==> config.mk <==
export PLATFORM = sky130hd
export DESIGN_NAME = rtc_calendar_core
export DESIGN_NICKNAME = d
export VERILOG_FILES = /design/src/rtl/rtc_cal_pkg.sv /design/src/rtl/rtc_cal_window.sv /design/src/rtl/rtc_cal_counter.sv /design/src/rtl/rtc_cal_encode.sv /design/src/rtl/rtc_calendar_core.sv
export SDC_FILE = /design/constraint.sdc
export NUM_CORES = 1
export LEC_CHECK = 0
export BUFFER_PORTS_ARGS = -buffer_cell sky130_fd_sc_hd__buf_2
export CAP_MARGIN = 20
export CORE_ASPECT_RATIO = 1.4
export CORE_MARGIN = 4
export CORE_UTILIZATION = 50
export DETAILED_ROUTE_END_ITERATION = 8
export GPL_TIMING_DRIVEN = 1
export HOLD_SLACK_MARGIN = 0.05
export MAX_ROUTING_LAYER = met4
export PLACE_DENSITY = 0.7
export SKIP_CTS_REPAIR_TIMING = 1
export SLEW_MARGIN = 20
export SYNTH_ARGS = -nofsm -noshare
export SYNTH_HDL_FRONTEND = slang
export SYNTH_SLANG_ARGS = --single-unit
==> constraint.sdc <==
create_clock -name clk -period 5.25 [get_ports clk]
set_input_delay 0.7875 -clock clk [delete_from_list [all_inputs] [get_ports clk]]
set_output_delay 0.7875 -clock clk [all_outputs]
set_load 0.05 [all_outputs]
==> src/rtl/rtc_cal_pkg.sv <==
package rtc_cal_pkg;

  localparam int unsigned NUM_BYTES = 7;

  typedef struct packed {
    logic [6:0] year;
    logic [3:0] mon;
    logic [4:0] mday;
    logic [2:0] wday;
    logic [4:0] hour;
    logic [5:0] min;
    logic [5:0] sec;
  } cal_t;

  // index 0 seconds ... 6 year
  typedef logic [NUM_BYTES-1:0][7:0] tbytes_t;

  function automatic logic [7:0] to_bcd(input logic [6:0] v);
    logic [6:0] t, u;
    t = v / 7'd10;
    u = v - t * 7'd10;
    return {t[3:0], u[3:0]};
  endfunction

  function automatic logic [6:0] from_bcd(input logic [7:0] b);
    return 7'(b[7:4]) * 7'd10 + 7'(b[3:0]);
  endfunction

  function automatic logic [7:0] enc(input logic [6:0] v, input logic bin);
    return bin ? {1'b0, v} : to_bcd(v);
  endfunction

  function automatic logic [6:0] dec(input logic [7:0] b, input logic bin);
    return bin ? b[6:0] : from_bcd(b);
  endfunction

  function automatic cal_t cal_from_bytes(input tbytes_t b, input logic bin,
                                          input logic h24);
    cal_t c;
    logic [6:0] v;
    logic [6:0] hr;
    v = dec(b[0], bin); c.sec  = v[5:0];
    v = dec(b[1], bin); c.min  = v[5:0];
    v = dec(b[3], bin); c.wday = v[2:0];
    v = dec(b[4], bin); c.mday = v[4:0];
    v = dec(b[5], bin); c.mon  = v[3:0];
    c.year = dec(b[6], bin);
    hr = dec({1'b0, b[2][6:0]}, bin);
    if (!h24) begin
      if (hr == 7'd12) hr = 7'd0;
      if (b[2][7]) hr = hr + 7'd12;
    end
    c.hour = hr[4:0];
    return c;
  endfunction

endpackage

==> src/rtl/rtc_cal_window.sv <==
module rtc_cal_window #(
  parameter int unsigned WIN_CYCLES = 8
) (
  input  logic clk,
  input  logic rst_n,
  input  logic start,
  input  logic set_mode,
  output logic busy,
  output logic win_end,
  output logic uip
);
  localparam int unsigned CW = $clog2(WIN_CYCLES + 1);

  logic [CW-1:0] cnt_q, cnt_d;
  logic          uip_q, uip_d;

  assign busy    = (cnt_q != '0);
  assign win_end = (cnt_q == CW'(1));
  assign uip     = uip_q;

  always_comb begin
    cnt_d = cnt_q;
    if (start)     cnt_d = CW'(WIN_CYCLES);
    else if (busy) cnt_d = cnt_q - CW'(1);
  end

  always_comb begin
    uip_d = uip_q;
    if (set_mode)     uip_d = 1'b0;
    else if (start)   uip_d = 1'b1;
    else if (win_end) uip_d = 1'b0;
  end

  always_ff @(posedge clk or negedge rst_n) begin
    if (!rst_n) begin
      cnt_q <= '0;
      uip_q <= 1'b0;
    end else begin
      cnt_q <= cnt_d;
      uip_q <= uip_d;
    end
  end

  AST_UIP_IN_WINDOW: assert property (@(posedge clk) disable iff (!rst_n)
    uip_q |-> busy);

endmodule

==> src/rtl/rtc_cal_counter.sv <==
module rtc_cal_counter
  import rtc_cal_pkg::*;
#(
  parameter int unsigned CENTURY = 20
) (
  input  logic    clk,
  input  logic    rst_n,
  input  logic    adv,
  input  logic    resync,
  input  logic    bin_mode,
  input  logic    hr24_mode,
  input  tbytes_t bytes_in,
  output cal_t    cal
);
  localparam logic CENT_LEAP = ((CENTURY % 4) == 0);

  cal_t       cal_q, cal_d, nxt;
  logic       leap;
  logic [4:0] dim;

  assign leap = (cal_q.year[1:0] == 2'd0) && ((cal_q.year != 7'd0) || CENT_LEAP);

  always_comb begin
    case (cal_q.mon)
      4'd2:                       dim = leap ? 5'd29 : 5'd28;
      4'd4, 4'd6, 4'd9, 4'd11:    dim = 5'd30;
      default:                    dim = 5'd31;
    endcase
  end

  always_comb begin
    nxt = cal_q;
    if (cal_q.sec < 6'd59) nxt.sec = cal_q.sec + 6'd1;
    else begin
      nxt.sec = '0;
      if (cal_q.min < 6'd59) nxt.min = cal_q.min + 6'd1;
      else begin
        nxt.min = '0;
        if (cal_q.hour < 5'd23) nxt.hour = cal_q.hour + 5'd1;
        else begin
          nxt.hour = '0;
          nxt.wday = (cal_q.wday >= 3'd7) ? 3'd1 : cal_q.wday + 3'd1;
          if (cal_q.mday < dim) nxt.mday = cal_q.mday + 5'd1;
          else begin
            nxt.mday = 5'd1;
            if (cal_q.mon < 4'd12) nxt.mon = cal_q.mon + 4'd1;
            else begin
              nxt.mon  = 4'd1;
              nxt.year = (cal_q.year >= 7'd99) ? 7'd0 : cal_q.year + 7'd1;
            end
          end
        end
      end
    end
  end

  always_comb begin
    cal_d = cal_q;
    if (resync)   cal_d = cal_from_bytes(bytes_in, bin_mode, hr24_mode);
    else if (adv) cal_d = nxt;
  end

  always_ff @(posedge clk or negedge rst_n) begin
    if (!rst_n) begin
      cal_q <= '{year: 7'd0, mon: 4'd1, mday: 5'd1, wday: 3'd1,
                 hour: 5'd0, min: 6'd0, sec: 6'd0};
    end else begin
      cal_q <= cal_d;
    end
  end

  assign cal = cal_q;

  AST_SEC_WRAP: assert property (@(posedge clk) disable iff (!rst_n)
    (adv && !resync && cal_q.sec == 6'd59) |=> (cal_q.sec == 6'd0));

endmodule

==> src/rtl/rtc_cal_encode.sv <==
module rtc_cal_encode
  import rtc_cal_pkg::*;
(
  input  cal_t    cal,
  input  logic    bin_mode,
  input  logic    hr24_mode,
  output tbytes_t bytes_out
);
  logic [4:0] h12;
  logic       pm;

  assign pm  = (cal.hour >= 5'd12);

  always_comb begin
    h12 = pm ? cal.hour - 5'd12 : cal.hour;
    if (h12 == 5'd0) h12 = 5'd12;
  end

  always_comb begin
    bytes_out[0] = enc(7'(cal.sec), bin_mode);
    bytes_out[1] = enc(7'(cal.min), bin_mode);
    bytes_out[2] = hr24_mode ? enc(7'(cal.hour), bin_mode)
                             : (enc(7'(h12), bin_mode) | {pm, 7'd0});
    bytes_out[3] = enc(7'(cal.wday), bin_mode);
    bytes_out[4] = enc(7'(cal.mday), bin_mode);
    bytes_out[5] = enc(7'(cal.mon), bin_mode);
    bytes_out[6] = enc(cal.year, bin_mode);
  end

endmodule

==> src/rtl/rtc_calendar_core.sv <==
module rtc_calendar_core
  import rtc_cal_pkg::*;
#(
  parameter int unsigned CENTURY    = 20,
  parameter int unsigned WIN_CYCLES = 8
) (
  input  logic       clk,
  input  logic       rst_n,
  input  logic       sec_tick,
  input  logic [2:0] osc_ctl,
  input  logic       set_mode,
  input  logic       bin_mode,
  input  logic       hr24_mode,
  input  logic       ld_en,
  input  logic [2:0] ld_sel,
  input  logic [7:0] ld_data,
  output logic [7:0] t_sec,
  output logic [7:0] t_min,
  output logic [7:0] t_hour,
  output logic [7:0] t_wday,
  output logic [7:0] t_mday,
  output logic [7:0] t_mon,
  output logic [7:0] t_year,
  output logic       uip,
  output logic       upd_end
);
  localparam logic [2:0] OSC_RUN   = 3'b010;
  localparam tbytes_t    RST_BYTES = {8'h00, 8'h01, 8'h01, 8'h01, 8'h00, 8'h00, 8'h00};

  logic    busy, win_end, start, wb;
  logic    set_q, resync_q, resync_d, upd_end_q;
  logic    ld_valid;
  cal_t    cal;
  tbytes_t enc_bytes, bytes_pk;
  logic [7:0] byte_q [NUM_BYTES];
  logic [7:0] byte_d [NUM_BYTES];

  assign start    = sec_tick && (osc_ctl == OSC_RUN) && !busy;
  assign wb       = win_end && !set_mode;
  assign ld_valid = ld_en && (ld_sel < 3'(NUM_BYTES));
  assign resync_d = (ld_valid && !set_mode) || (set_q && !set_mode);

  rtc_cal_window #(.WIN_CYCLES(WIN_CYCLES)) u_window (
    .clk(clk), .rst_n(rst_n), .start(start), .set_mode(set_mode),
    .busy(busy), .win_end(win_end), .uip(uip)
  );

  rtc_cal_counter #(.CENTURY(CENTURY)) u_counter (
    .clk(clk), .rst_n(rst_n), .adv(start), .resync(resync_q),
    .bin_mode(bin_mode), .hr24_mode(hr24_mode),
    .bytes_in(bytes_pk), .cal(cal)
  );

  rtc_cal_encode u_encode (
    .cal(cal), .bin_mode(bin_mode), .hr24_mode(hr24_mode),
    .bytes_out(enc_bytes)
  );

  for (genvar gi = 0; gi < NUM_BYTES; gi++) begin : g_byte
    logic hit;
    assign hit = ld_en && (ld_sel == 3'(gi));

    always_comb begin
      byte_d[gi] = byte_q[gi];
      if (wb)  byte_d[gi] = enc_bytes[gi];
      if (hit) byte_d[gi] = ld_data;
    end

    always_ff @(posedge clk or negedge rst_n) begin
      if (!rst_n) byte_q[gi] <= RST_BYTES[gi];
      else        byte_q[gi] <= byte_d[gi];
    end

    assign bytes_pk[gi] = byte_q[gi];
  end

  always_ff @(posedge clk or negedge rst_n) begin
    if (!rst_n) begin
      set_q     <= 1'b0;
      resync_q  <= 1'b0;
      upd_end_q <= 1'b0;
    end else begin
      set_q     <= set_mode;
      resync_q  <= resync_d;
      upd_end_q <= win_end;
    end
  end

  assign t_sec   = byte_q[0];
  assign t_min   = byte_q[1];
  assign t_hour  = byte_q[2];
  assign t_wday  = byte_q[3];
  assign t_mday  = byte_q[4];
  assign t_mon   = byte_q[5];
  assign t_year  = byte_q[6];
  assign upd_end = upd_end_q;

  AST_TICK_GATED: assert property (@(posedge clk) disable iff (!rst_n)
    $rose(uip) |-> $past(sec_tick && osc_ctl == OSC_RUN));
  AST_SET_FREEZE: assert property (@(posedge clk) disable iff (!rst_n)
    (set_mode && !ld_en) |=> $stable({t_sec, t_min, t_hour, t_wday, t_mday, t_mon, t_year}));
  AST_END_DROPS_UIP: assert property (@(posedge clk) disable iff (!rst_n)
    upd_end |-> !uip);

endmodule

==> results of run 1 <==
==> worst paths after layout <==
path                            cells after the start                           from                            end  slack [ns]
worst max-delay path                               23  u_counter.cal[14]$_DFFE_PN0P_          t_hour[2]$_DFFE_PN0P_        0.46
worst min-delay path                                2  u_counter.cal[17]$_DFFE_PN1P_  u_counter.cal[17]$_DFFE_PN1P_        0.50
worst max register to register                     23  u_counter.cal[14]$_DFFE_PN0P_          t_hour[2]$_DFFE_PN0P_        0.46
worst min register to register                      2  u_counter.cal[17]$_DFFE_PN1P_  u_counter.cal[17]$_DFFE_PN1P_        0.50
max in group asynchronous                           2                          rst_n  u_counter.cal[15]$_DFFE_PN0P_        3.65
min in group asynchronous                           1                          rst_n          t_mday[2]$_DFFE_PN0P_        0.51
==> state kept, by name, indices dropped and copies added (netlist names) <==
register and count:
resync_q 1, t_year 8, u_counter.cal 36, upd_end 1, t_mon 8, u_window.cnt_q 4, u_window.uip 1, t_min 8
t_mday 8, set_q 1, t_hour 8, t_sec 8, t_wday 8
==> metrics by stage <==
stage	total power [mW]	util [%]	cells	hold WS (ns)
2_1_floorplan	5.09	-	1041	0.438
3_3_place_gp	6.02	53.4	1267	0.450
3_5_place_dp	6.08	53.4	1267	0.482
4_1_cts	6.76	55.0	1283	0.499
5_1_grt	7.39	55.1	1283	0.517
6_report	6.73	55.1	1283	0.504
==> report_power, final <==
part | total (mW) | internal (mW) | switching (mW) | leakage (nW)
sequential | 1.73 | 1.13 | 0.604 | 1.18
combinational | 4.35 | 1.69 | 2.66 | 2.80
clock | 0.652 | 0.346 | 0.305 | 0.142
total | 6.73 | 3.16 | 3.57 | 4.12
==> routing by layer <==
layer	part of all wire [%]	global-route usage [%]
met1	41	29.1
met2	51	42.5
met3	3.6	2.65
met4	4.4	12.2
met5	0	-
==> cells in the mapped netlist (5+ instances only) <==
library cell,n
ha_1,79
clkbuf_1,46
nor2b_1,16
o31ai_1,5
buf_2,9
xor2_1,19
a221oi_1,5
nor3b_1,5
dfrtp_1,94
nand2b_1,13
inv_1,65
a21oi_1,82
o22ai_1,6
nand4_1,5
nand2_1,109
mux2i_1,8
and2_1,6
nand3_1,38
a211oi_1,12
and3_1,6
o211ai_1,10
dfstp_2,6
o21ai_0,53
a21o_1,8
nor2_1,98
fa_1,13
xnor2_1,23
mux2_2,5
a31oi_1,29
nor3_1,23
o21ai_1,39
a311oi_1,6
nor4_1,5
a22oi_1,10
a32oi_1,5
==> area by class of cell <==
| cell class | instances | area [um^2] | share of cell area (%) |
|---|---|---|---|
| clock buffer | 12 | 256 | 2.79 |
| clock inverter | 4 | 23.8 | 0.259 |
| inverter | 70 | 263 | 2.86 |
| multi-input combinational | 808 | 5420 | 59.0 |
| sequential | 100 | 2510 | 27.4 |
| tap | 203 | 254 | 2.77 |
| timing repair buffer | 86 | 453 | 4.93 |
==> kinds of logic after synthesis <==
logic type	share of synthesized area, %
simple gates	19.6
compound gates	23.1
buf+inv	6.34
flops	29.7
fa+ha+maj	15.1
xor+xnor	4.35
mux	1.88
==> worst max-delay path, stage by stage, from the launching register on <==
cell and delay [ns]:
dfrtp_1 0.34, buf_4 0.25, ha_1 0.34, nand4b_1 0.13
o221ai_1 0.31, nand2_1 0.13, o211ai_1 0.19, inv_1 0.14
ha_1 0.19, inv_1 0.05, ha_1 0.20, inv_1 0.09
nand2_1 0.15, inv_1 0.06, ha_1 0.28, and3_1 0.14
a32oi_1 0.08, a31o_1 0.25, ha_1 0.21, fa_1 0.48
inv_1 0.03, mux4_2 0.45, nor2_1 0.10, o21ai_1 0.08
==> metrics.cfg, run 1 <==
[status]
status = finished, final reports clean

[timing]
period_share_pct = 91.2
max_slew.worst_pin.slew_ns = 0.855
finalMaxSlewViolations = 0
fin_crit_ns = 4.79
fin_ws_ns = 0.462
fmax_mhz = 209
fin_skew_ns = 0.00475
setup_viol = 0
setup_tns_ns = 0
hold_viol = 0
timing.slew.headroom_pct = 43.0
rsz0062_at_grt = false

[logic_synthesis]
synth_top_cell_area_share_pct = 27.8
ys_ff_latch = 100
synthTopCellsByArea = dfrtp_1, ha_1, a21oi_1
synthesis.area_um2 = 8460
synth_cells = 1041
synth_top_area_cell = dfrtp_1
yosysSeqAreaShare_pct = 29.7
yosys_warnings = 0
syn-num-nets = 1154
synth-edff-count = 0
avgSynthCellArea_um2 = 8.13
async_flop_share_pct = 100
synth_cell_types = 81
synth_ff_type = dfrtp_1

[die]
die_y_um = 162
core_area_um2 = 16700
dieArea_um2 = 19100
die_w_um = 118
ios = 79
initial_core_util_pct = 50.7
std_cell_rows = 56

[cts]
clock_latency_ns = 0.36
cts-root-buf = clkbuf_16
htree_levels = 3
clock_sink_count = 100
cts_buffers = 9
path_clk_slew_ns = 0.07
ctsLongestPathBuffers = 2
cts_tree = yes

[power]
vdd_drop_max_uv = 328
powerDensity_nw_per_um2 = 733
p_leak_nw = 4.12

[routing]
wl_per_cell_um = 17.9
dr.pass1.iters = 5
drt-initial-drc-count = 476
wirelength_um = 22900
ant_nets = 0
vias = 7676
drc = 0
avgViaCountPerCell = 5.98

[grt]
grt_util_all_layers_pct = 24.8
antenna_found_initial = 0
grt_pass1_vias = 7374
grt_pass1_wl_um = 37200
grt_overflow = 0
grt_max_degree = 63

[layout]
drive_gt1_share_pct = 12.9
finish.net_count = 1188
diodes = 0
area_delta_synth_final_pct = 8.52
mostFrequentLayoutCell = nand2_1
final_area_um2 = 9180
layout_common_cells = nand2_1, nor2_1, dfrtp_1
num-fill-cells = 1600

[worst_hold_path]
hold_path_class = flip-flop to flip-flop

[place]
dp_slack_ns = 0.440
dp_hpwl_um = 16800
dpl_cell_area_um2 = 8900
finalWeightedCongestion = 0.884
portBuffers = 78

[worst_setup_path]
crit_path_end_kind = flip-flop
critPathLaunchType = flip-flop
cp.arrival_ns = 5.03
worstPathRequired_ns = 5.50
critPathMaxFanout = 22
worstSetupPathType = flip-flop to flip-flop

[flow_run]
max_cap_viol_count = 0

Power figures use the tool's default switching activity.
==> run 2, diff against run 1 <==
- PLACE_DENSITY: 0.7 -> 0.66
- SKIP_LAST_GASP: not set -> 1
==> run 2 against run 1 <==
  * Critical path type unchanged
  * Worst hold slack got worse by 0.028 ns
  * Routed wire length increased by 2.3%
  * Register-to-register slack got worse by 0.03 ns
  * Cell count about the same
  * Largest power group unchanged
  * Total power increased by 0.39%
==> metrics.cfg, run 2 (synthesized netlist as in run 1, its figures left out) <==
[die]
dieArea_um2 = 19100
die_w_um = 118
ios = 79
std_cell_rows = 56
core_area_um2 = 16700
initial_core_util_pct = 50.7
die_y_um = 162

[timing]
finalMaxSlewViolations = 0
fin_crit_ns = 4.82
fin_skew_ns = 0.00928
setup_tns_ns = 0
period_share_pct = 91.8
fmax_mhz = 208
hold_viol = 0
timing.slew.headroom_pct = 45.6
max_slew.worst_pin.slew_ns = 0.816
setup_viol = 0
fin_ws_ns = 0.432
rsz0062_at_grt = false

[routing]
vias = 7724
dr.pass1.iters = 5
wl_per_cell_um = 18.3
drt-initial-drc-count = 492
avgViaCountPerCell = 6.02
wirelength_um = 23500
drc = 0
ant_nets = 0

[flow_run]
max_cap_viol_count = 0

[power]
vdd_drop_max_uv = 324
swShare_pct = 53.2
power_frac_comb_pct = 64.5
p_leak_nw = 4.12
powerDensity_nw_per_um2 = 734
p_int_mw = 3.16
share_seq_of_total_power_pct = 25.5
power.switching_mw = 3.60
power_frac_clock_pct = 10.0

[place]
dp_hpwl_um = 17000
dp_cells = 1268
finalWeightedCongestion = 0.902
dp_slack_ns = 0.330
portBuffers = 78

[cts]
cts-root-buf = clkbuf_16
cts_buffers = 9
clock_sink_count = 100
cts_tree = yes
clock_latency_ns = 0.36
htree_levels = 3
path_clk_slew_ns = 0.07
ctsLongestPathBuffers = 2

[grt]
grt_util_all_layers_pct = 25.4
grt_overflow = 0
grt_max_degree = 76
grt_pass1_wl_um = 38200
antenna_found_initial = 0
grt_pass1_vias = 7397

[layout]
drive_gt1_share_pct = 13.1
finish.net_count = 1189
num-fill-cells = 1594
area_delta_synth_final_pct = 8.80
mostFrequentLayoutCell = nand2_1
largest_reg_flops = 36
layout_common_cells = nand2_1, nor2_1, dfrtp_1
diodes = 0
instances_no_fill = 1284

[worst_setup_path]
worstSetupPathType = flip-flop to flip-flop
critPathLaunchType = flip-flop
worstPathRequired_ns = 5.49
crit_path_end_kind = flip-flop
cp.arrival_ns = 5.06
critPathMaxFanout = 9

[status]
status = finished, final reports clean

[worst_hold_path]
hold_path_class = flip-flop to flip-flop

run 2: cell type report:
class / instances / area [um^2] / area share [%]
multi-input cells: 808 / 5430 / 59.0
clock buffers: 11 / 243 / 2.64
flip-flops and latches: 100 / 2510 / 27.3
clock inverters: 5 / 45.0 / 0.489
well taps: 203 / 254 / 2.76
inverters: 70 / 263 / 2.85
repair buffers: 87 / 460 / 5.00
run 2: power groups by stage:
stage / clock network (mW) / logic [mW] / registers (mW)
2_1_floorplan: 0 / 2.88 / 2.21
3_3_place_gp: 0 / 4.31 / 1.73
3_5_place_dp: 0 / 4.36 / 1.74
4_1_cts: 0.682 / 4.38 / 1.72
5_1_grt: 0.716 / 4.88 / 1.80
6_report: 0.673 / 4.36 / 1.73
run 2: metal layers:
layer  global-route usage (%)  wire length, um  up-vias
met2                     44.3            12000      169
met5                        -                0        -
met4                     9.81              783        0
met1                     30.0             9800     3753
met3                     3.13              915       38
li1                         -                -     3764
run 2: worst max-delay path: stages, from the launching register on:
cell      delay, ns
dfrtp_2        0.46
inv_2          0.08
ha_1           0.35
nand4b_1       0.21
o221ai_2       0.24
nand2_1        0.11
o211ai_1       0.21
inv_1          0.15
ha_1           0.20
inv_1          0.05
ha_1           0.20
inv_1          0.08
nand2_1        0.16
inv_1          0.06
ha_1           0.28
and3_1         0.15
a32oi_1        0.08
a31o_1         0.25
ha_1           0.21
fa_1           0.47
inv_1          0.04
mux4_2         0.46
nor2_1         0.11
o21ai_1        0.09
run 2: path summary, 6_finish.rpt:
kind,start,end,slack [ns],cells past startpoint
min in group asynchronous,rst_n,u_counter.cal[23]$_DFFE_PN0P_,0.49,1
max,u_counter.cal[15]$_DFFE_PN0P_,t_hour[2]$_DFFE_PN0P_,0.43,23
min reg2reg,set_q$_DFF_PN0_,resync_q$_DFF_PN0_,0.48,2
max in group asynchronous,rst_n,resync_q$_DFF_PN0_,3.58,2
min,set_q$_DFF_PN0_,resync_q$_DFF_PN0_,0.48,2
max reg2reg,u_counter.cal[15]$_DFFE_PN0P_,t_hour[2]$_DFFE_PN0P_,0.43,23
run 2: per-stage QoR:
stage | total power [mW] | utilization, % | hold WS [ns] | instance area, um^2
after global placement | 6.04 | 53.4 | 0.448 | 8910
final | 6.76 | 55.2 | 0.476 | 9210
after global routing | 7.39 | 55.2 | 0.517 | 9210
after floorplan | 5.09 | - | 0.438 | 8460
after CTS | 6.79 | 55.1 | 0.478 | 9200
after detailed placement | 6.10 | 53.4 | 0.462 | 8910
